===== src/rtl/ow_pkg.sv =====
package ow_pkg;
  localparam int TICK_US = 6;

  // reset sequence, in ticks
  localparam int RST_REL_T    = 60 / TICK_US;
  localparam int RST_LOW_T    = 480 / TICK_US;
  localparam int PRES_WAIT_T  = 24 / TICK_US;
  localparam int PRES_STEP_T  = 12 / TICK_US;
  localparam int PRES_SAMPLES = 32;
  localparam int PRES_TAIL_T  = 72 / TICK_US;
  localparam int PRES_FIRST_T = RST_REL_T + RST_LOW_T + PRES_WAIT_T - 1;
  localparam int RST_TOTAL_T  = RST_REL_T + RST_LOW_T + PRES_WAIT_T
                              + PRES_SAMPLES * PRES_STEP_T + PRES_TAIL_T;

  // slot, in ticks
  localparam int SLOT_LOW_T    = 12 / TICK_US;
  localparam int SLOT_SAMPLE_T = SLOT_LOW_T + 1;
  localparam int SLOT_TOTAL_T  = 72 / TICK_US;

  localparam int POS_W = $clog2(RST_TOTAL_T);

  typedef enum logic [1:0] {
    KIND_RESET = 2'b00,
    KIND_BIT   = 2'b01,
    KIND_BYTE  = 2'b10,
    KIND_RSVD  = 2'b11
  } owKind_e;

  typedef struct packed {
    logic load;
    logic lineLow;
    logic slotSample;
    logic presSample;
    logic bitShift;
    logic done;
    logic doneIsReset;
    logic doneIsByte;
  } owStrobe_t;
endpackage


===== src/rtl/ow_tick_gen.sv =====
module ow_tick_gen #(
  parameter int DIV = 600
) (
  input  logic clk,
  input  logic rstN,
  input  logic run,
  output logic tickStb
);
  localparam int CNT_W = (DIV > 1) ? $clog2(DIV) : 1;
  localparam logic [CNT_W-1:0] CNT_LAST = CNT_W'(DIV - 1);

  logic [CNT_W-1:0] cnt;

  always_ff @(posedge clk or negedge rstN) begin
    if (!rstN)                 cnt <= '0;
    else if (!run)             cnt <= '0;
    else if (cnt == CNT_LAST)  cnt <= '0;
    else                       cnt <= cnt + 1'b1;
  end

  assign tickStb = run && (cnt == CNT_LAST);
endmodule


===== src/rtl/ow_seq_ctrl.sv =====
module ow_seq_ctrl
  import ow_pkg::*;
#(
  parameter int DATA_W = 8
) (
  input  logic       clk,
  input  logic       rstN,
  input  logic       cmdValid,
  input  logic [1:0] cmdKind,
  input  logic       txBit,
  input  logic       tickStb,
  output logic       busy,
  output owStrobe_t  strb
);
  localparam int SLOT_W = (DATA_W > 1) ? $clog2(DATA_W) : 1;
  localparam logic [POS_W-1:0]  RST_LAST_P   = POS_W'(RST_TOTAL_T - 1);
  localparam logic [POS_W-1:0]  SLOT_LAST_P  = POS_W'(SLOT_TOTAL_T - 1);
  localparam logic [POS_W-1:0]  LOW_BEG_P    = POS_W'(RST_REL_T);
  localparam logic [POS_W-1:0]  LOW_END_P    = POS_W'(RST_REL_T + RST_LOW_T);
  localparam logic [POS_W-1:0]  PRES_FIRST_P = POS_W'(PRES_FIRST_T);
  localparam logic [POS_W-1:0]  PRES_SPAN_P  = POS_W'(PRES_SAMPLES * PRES_STEP_T);
  localparam logic [POS_W-1:0]  PRES_MASK_P  = POS_W'(PRES_STEP_T - 1);
  localparam logic [POS_W-1:0]  SLOT_LOW_P   = POS_W'(SLOT_LOW_T);
  localparam logic [POS_W-1:0]  SLOT_SAMP_P  = POS_W'(SLOT_SAMPLE_T);
  localparam logic [SLOT_W-1:0] SLOT_FINAL   = SLOT_W'(DATA_W - 1);

  logic              busyQ;
  owKind_e           kindQ;
  logic [POS_W-1:0]  pos;
  logic [SLOT_W-1:0] slotIdx;

  logic             accept, isReset, lastPos, lastSlot, endSeq;
  logic             lowReset, lowSlot, presHit;
  logic [POS_W-1:0] presOff;

  always_comb begin
    accept   = cmdValid && !busyQ && (owKind_e'(cmdKind) != KIND_RSVD);
    isReset  = (kindQ == KIND_RESET);
    lastPos  = isReset ? (pos == RST_LAST_P) : (pos == SLOT_LAST_P);
    lastSlot = (kindQ != KIND_BYTE) || (slotIdx == SLOT_FINAL);
    endSeq   = busyQ && tickStb && lastPos && lastSlot;
    presOff  = pos - PRES_FIRST_P;
    presHit  = (pos >= PRES_FIRST_P) && (presOff < PRES_SPAN_P)
               && ((presOff & PRES_MASK_P) == '0);
    lowReset = (pos >= LOW_BEG_P) && (pos < LOW_END_P);
    lowSlot  = (pos == SLOT_LOW_P) || ((pos > SLOT_LOW_P) && !txBit);
  end

  always_ff @(posedge clk or negedge rstN) begin
    if (!rstN) begin
      busyQ   <= 1'b0;
      kindQ   <= KIND_RESET;
      pos     <= '0;
      slotIdx <= '0;
    end else if (accept) begin
      busyQ   <= 1'b1;
      kindQ   <= owKind_e'(cmdKind);
      pos     <= '0;
      slotIdx <= '0;
    end else if (busyQ && tickStb) begin
      if (lastPos) begin
        pos <= '0;
        if (lastSlot) busyQ   <= 1'b0;
        else          slotIdx <= slotIdx + 1'b1;
      end else begin
        pos <= pos + 1'b1;
      end
    end
  end

  always_comb begin
    strb.load        = accept;
    strb.lineLow     = busyQ && (isReset ? lowReset : lowSlot);
    strb.slotSample  = busyQ && !isReset && tickStb && (pos == SLOT_SAMP_P);
    strb.presSample  = busyQ && isReset && tickStb && presHit;
    strb.bitShift    = busyQ && !isReset && tickStb && lastPos;
    strb.done        = endSeq;
    strb.doneIsReset = isReset;
    strb.doneIsByte  = (kindQ == KIND_BYTE);
  end

  assign busy = busyQ;
endmodule


===== src/rtl/ow_datapath.sv =====
module ow_datapath
  import ow_pkg::*;
#(
  parameter int DATA_W = 8
) (
  input  logic              clk,
  input  logic              rstN,
  input  owStrobe_t         strb,
  input  logic [DATA_W-1:0] cmdData,
  input  logic              lineIn,
  output logic              txBit,
  output logic              rspValid,
  output logic [DATA_W-1:0] rspData,
  output logic              rspPresence
);
  logic [1:0]        syncQ;
  logic              lineSync;
  logic [DATA_W-1:0] shiftQ;
  logic              sampQ;
  logic              presAcc;
  logic              rxBit;
  logic [DATA_W-1:0] shiftNext;

  always_ff @(posedge clk or negedge rstN) begin
    if (!rstN) syncQ <= 2'b11;
    else       syncQ <= {syncQ[0], lineIn};
  end
  assign lineSync = syncQ[1];

  assign txBit     = shiftQ[0];
  assign rxBit     = txBit & sampQ;
  assign shiftNext = {rxBit, shiftQ[DATA_W-1:1]};

  always_ff @(posedge clk or negedge rstN) begin
    if (!rstN)              shiftQ <= '0;
    else if (strb.load)     shiftQ <= cmdData;
    else if (strb.bitShift) shiftQ <= shiftNext;
  end

  always_ff @(posedge clk or negedge rstN) begin
    if (!rstN)                sampQ <= 1'b1;
    else if (strb.slotSample) sampQ <= lineSync;
  end

  always_ff @(posedge clk or negedge rstN) begin
    if (!rstN)                                presAcc <= 1'b0;
    else if (strb.load)                       presAcc <= 1'b0;
    else if (strb.presSample && !lineSync)    presAcc <= 1'b1;
  end

  always_ff @(posedge clk or negedge rstN) begin
    if (!rstN) begin
      rspValid    <= 1'b0;
      rspData     <= '0;
      rspPresence <= 1'b0;
    end else begin
      rspValid <= strb.done;
      if (strb.done && strb.doneIsReset)
        rspPresence <= presAcc;
      if (strb.done && !strb.doneIsReset)
        rspData <= strb.doneIsByte ? shiftNext : {{(DATA_W-1){1'b0}}, rxBit};
    end
  end
endmodule


===== src/rtl/onewire_master.sv =====
module onewire_master
  import ow_pkg::*;
#(
  parameter int CLK_MHZ = 100,
  parameter int DATA_W  = 8
) (
  input  logic              clk,
  input  logic              rstN,
  input  logic              cmdValid,
  output logic              cmdReady,
  input  logic [1:0]        cmdKind,
  input  logic [DATA_W-1:0] cmdData,
  output logic              busy,
  output logic              rspValid,
  output logic [DATA_W-1:0] rspData,
  output logic              rspPresence,
  input  logic              lineIn,
  output logic              lineOe
);
  localparam int TICK_DIV = CLK_MHZ * TICK_US;

  owStrobe_t strb;
  logic      tickStb;
  logic      txBit;
  logic      busyInt;

  ow_tick_gen #(.DIV(TICK_DIV)) u_tick (
    .clk(clk), .rstN(rstN), .run(busyInt), .tickStb(tickStb)
  );

  ow_seq_ctrl #(.DATA_W(DATA_W)) u_ctrl (
    .clk(clk), .rstN(rstN), .cmdValid(cmdValid), .cmdKind(cmdKind),
    .txBit(txBit), .tickStb(tickStb), .busy(busyInt), .strb(strb)
  );

  ow_datapath #(.DATA_W(DATA_W)) u_dp (
    .clk(clk), .rstN(rstN), .strb(strb), .cmdData(cmdData), .lineIn(lineIn),
    .txBit(txBit), .rspValid(rspValid), .rspData(rspData),
    .rspPresence(rspPresence)
  );

  assign busy     = busyInt;
  assign cmdReady = !busyInt;
  assign lineOe   = strb.lineLow;
endmodule


===== config.mk =====
export PLATFORM = sky130hd
export DESIGN_NAME = onewire_master
export DESIGN_NICKNAME = d
export VERILOG_FILES = /design/src/rtl/ow_pkg.sv /design/src/rtl/ow_tick_gen.sv /design/src/rtl/ow_seq_ctrl.sv /design/src/rtl/ow_datapath.sv /design/src/rtl/onewire_master.sv
export SDC_FILE = /design/constraint.sdc
export NUM_CORES = 1
export LEC_CHECK = 0
export ABC_AREA = 1
export ABC_CLOCK_PERIOD_IN_PS = 3450
export BUFFER_PORTS_ARGS = -buffer_cell sky130_fd_sc_hd__buf_4
export CORE_ASPECT_RATIO = 1.2
export CORE_MARGIN = 1
export CORE_UTILIZATION = 50
export CTS_BUF_LIST = sky130_fd_sc_hd__clkbuf_8
export DETAILED_ROUTE_END_ITERATION = 10
export PLACE_DENSITY = 0.69
export SETUP_SLACK_MARGIN = 0.15
export SYNTH_ARGS = -nofsm -noshare
export SYNTH_HDL_FRONTEND = slang
export SYNTH_SLANG_ARGS = --single-unit

===== constraint.sdc =====
create_clock -name clk -period 3.45 [get_ports clk]
set_input_delay 0.5175 -clock clk [delete_from_list [all_inputs] [get_ports clk]]
set_output_delay 0.5175 -clock clk [all_outputs]
set_load 0.02 [all_outputs]

==> results_dict.tcl <==
set metrics [dict create \
    slew_viol_final 0 \
    vias 2232 \
    drv_cap 0 \
    fin_util_pct 58.9 \
    start_kind "flop" \
    synthCells 344 \
    critical-path-top-delay-family "simple AND/OR/NAND/NOR gates" \
    die_y_um 81.1 \
    r2r-end "u_ctrl.slotIdx[1]" \
    status "finished, final reports clean" \
    dpl.hpwl_mm 4.25 \
    hold_buffers 0 \
    r2r_slack_ns 1.59 \
    setup_violations 0 \
    row_count 28 \
    grt_max_degree 47 \
    r2r_start "u_ctrl.busy" \
    via_per_inst 5.17 \
    ys_ff_latch 46 \
    drt-initial-drc-count 135 \
    final_common_cell "nand2_1" \
    hold_violations 0 \
    cts.sinks 46 \
    cts_buffer_depth 2 \
    nets 391 \
    rr_worst_depth 6 \
    design.die.area_um2 5510 \
    drive_above_1_share_pct 16.9 \
    ios 27 \
    grt_pass1_wl_mm 9.63 \
    ys_top_cells_by_area "dfrtp_1, nand2_1, nand3_1" \
    critPathCaptureType "primary output" \
    worstPathCellList "nor2_1 -> nand2_1 -> nor2_1 -> nand2_1 -> a22oi_1 -> o21ai_0 -> buf_4" \
    antenna_found_initial 0 \
    clk_latency_ns 0.29 \
    syn_nets 364 \
    fmax_mhz 432 \
    setup.worst_path.class "reg2out" \
    maxSlewHeadroom_pct 61.0 \
    drc_errors 0 \
    numPortBuffers 26 \
    period_needed_ns 2.31 \
    p_leak_nw 1.51 \
    grt_pass1_vias 2041 \
    cts-resized-gates 0 \
    seq_area_um2 1150 \
    syn_area_per_cell_um2 7.58 \
    critPathBufInv 1 \
    cts-buffers-inserted 5 \
    path_clk_slew_ns 0.08 \
    syn_to_final_growth_pct 12.3 \
    ant_nets 0 \
    wl_mm 5.72 \
    yosysSeqAreaShare_pct 44.3 \
    cp.arrival_ns 1.79 \
    cts-htree-levels 2 \
    start_util_pct 52.4 \
    drt_pass1_iterations 4 \
    die_x_um 67.9 \
    layout_worst_path_cycle_share_pct 67.0 \
    syn_area_um2 2610 \
    slowest_stage "dfrtp_1" \
    grtUsageTotal_pct 23.6 \
    netlist.area_leader.share_pct 41.2 \
    synth_warnings 0 \
    gp_congestion 0.935 \
    final_cell_mix "nand2_1, dfrtp_1, nor2_1, inv_1, nand3_1" \
    ctsRootBufferMaster "clkbuf_8" \
    grt_overflow 0 \
    fin_skew_ns 0.00402 \
    p_per_area_nw_per_um2 305 \
    yosysUniqueCellTypes 27 \
    core_um2 4970 \
    worstHoldPathType "in2async" \
    rsz0062_at_grt "false" \
    yosysTopAreaCell "dfrtp_1" \
    cts_tree "built" \
    wl_per_cell_um 13.2 \
    num_antenna_cells 0 \
    multi_input_comb_area_um2 1260 \
    critPathMaxStageDelay_ns 0.49 \
    ir_drop_uv 267 \
    cts_setup_buffers 0 \
    crit_required_ns 2.93 \
    fin_setup_tns_ns 0 \
    worstPathMaxFanout 9 \
    nFillCells 508 \
    worst_pin_slew_ns 0.585 \
]
-- worst max-delay path by stage --
stage	startpoint	to	slack, ns	cells after the start
floorplan	u_ctrl.pos[5]	lineOe	1.48	6
detailed placement	u_ctrl.pos[5]	lineOe	1.48	7
global placement	u_ctrl.pos[5]	lineOe	1.48	7
global route	u_ctrl.pos[5]	lineOe	1.01	7
finish	u_ctrl.pos[5]	lineOe	1.14	7
CTS	u_ctrl.pos[5]	lineOe	1.14	7
-- report_power, final --
part	internal, mW	switching, mW	leakage, nW	total (mW)
clock network	0.159	0.170	0.0524	0.328
registers	0.541	0.000525	0.550	0.541
logic	0.00944	0.0130	0.906	0.0224
total	0.709	0.183	1.51	0.892
-- sequential cells by signal, indices dropped and copies added (netlist names) --
signal,flops
u_ctrl.busy,1
u_dp.syncQ,2
u_ctrl.pos,8
u_dp.rspPresence,1
u_ctrl.slotIdx,3
u_dp.rspValid,1
u_ctrl.kindQ,2
u_dp.sampQ,1
u_dp.presAcc,1
u_dp.shiftQ,8
u_tick.cnt,10
u_dp.rspData,8
-- cell usage after synthesis, drive strengths merged --
library cell and instances:
a22oi 1, o211ai 1, nand3b 1, ha 6, nand3 34, dfstp 3, a21oi 5, nand4 18
nand2 115, o21ai 11, dfrtp 43, nor2 47, nor3 6, buf 6, xor2 7, inv 40
-- cell families after synthesis --
logic type      after synthesis  share of synthesized area [%]
compound gates               18                           3.65
xor+xnor                      7                           2.35
fa+ha+maj                     6                           2.88
buf+inv                      46                           7.34
flops                        46                           44.3
simple gates                221                           39.5
-- stage by stage --
stage | std cells | cell area (um2) | total power, mW | setup slack, ns | hold slack (ns)
2_1_floorplan | 344 | 2610 | 0.553 | 1.48 | 0.222
3_3_place_gp | 424 | 2840 | 0.576 | 1.48 | 0.346
3_5_place_dp | 424 | 2840 | 0.576 | 1.48 | 0.347
4_1_cts | 432 | 2930 | 0.905 | 1.14 | 0.245
5_1_grt | 432 | 2930 | 0.931 | 1.01 | 0.262
6_report | 432 | 2930 | 0.892 | 1.14 | 0.213
-- layout make-up --
class                      count  area share, %
inverter                      40           5.13
clock buffer                   6           2.82
sequential                    46           39.4
timing repair buffer          26           6.66
tap                           60           2.56
multi-input combinational    252           43.1
clock inverter                 2          0.299
-- layer usage --
layer	up-vias	track usage, %	wire length, um
met5	-	0	0
met4	0	7.50	63
met3	7	4.35	263
met2	48	37.3	2780
met1	1021	32.4	2610
li1	1156	-	-
Note: power is estimated with default switching activity, not from simulation.
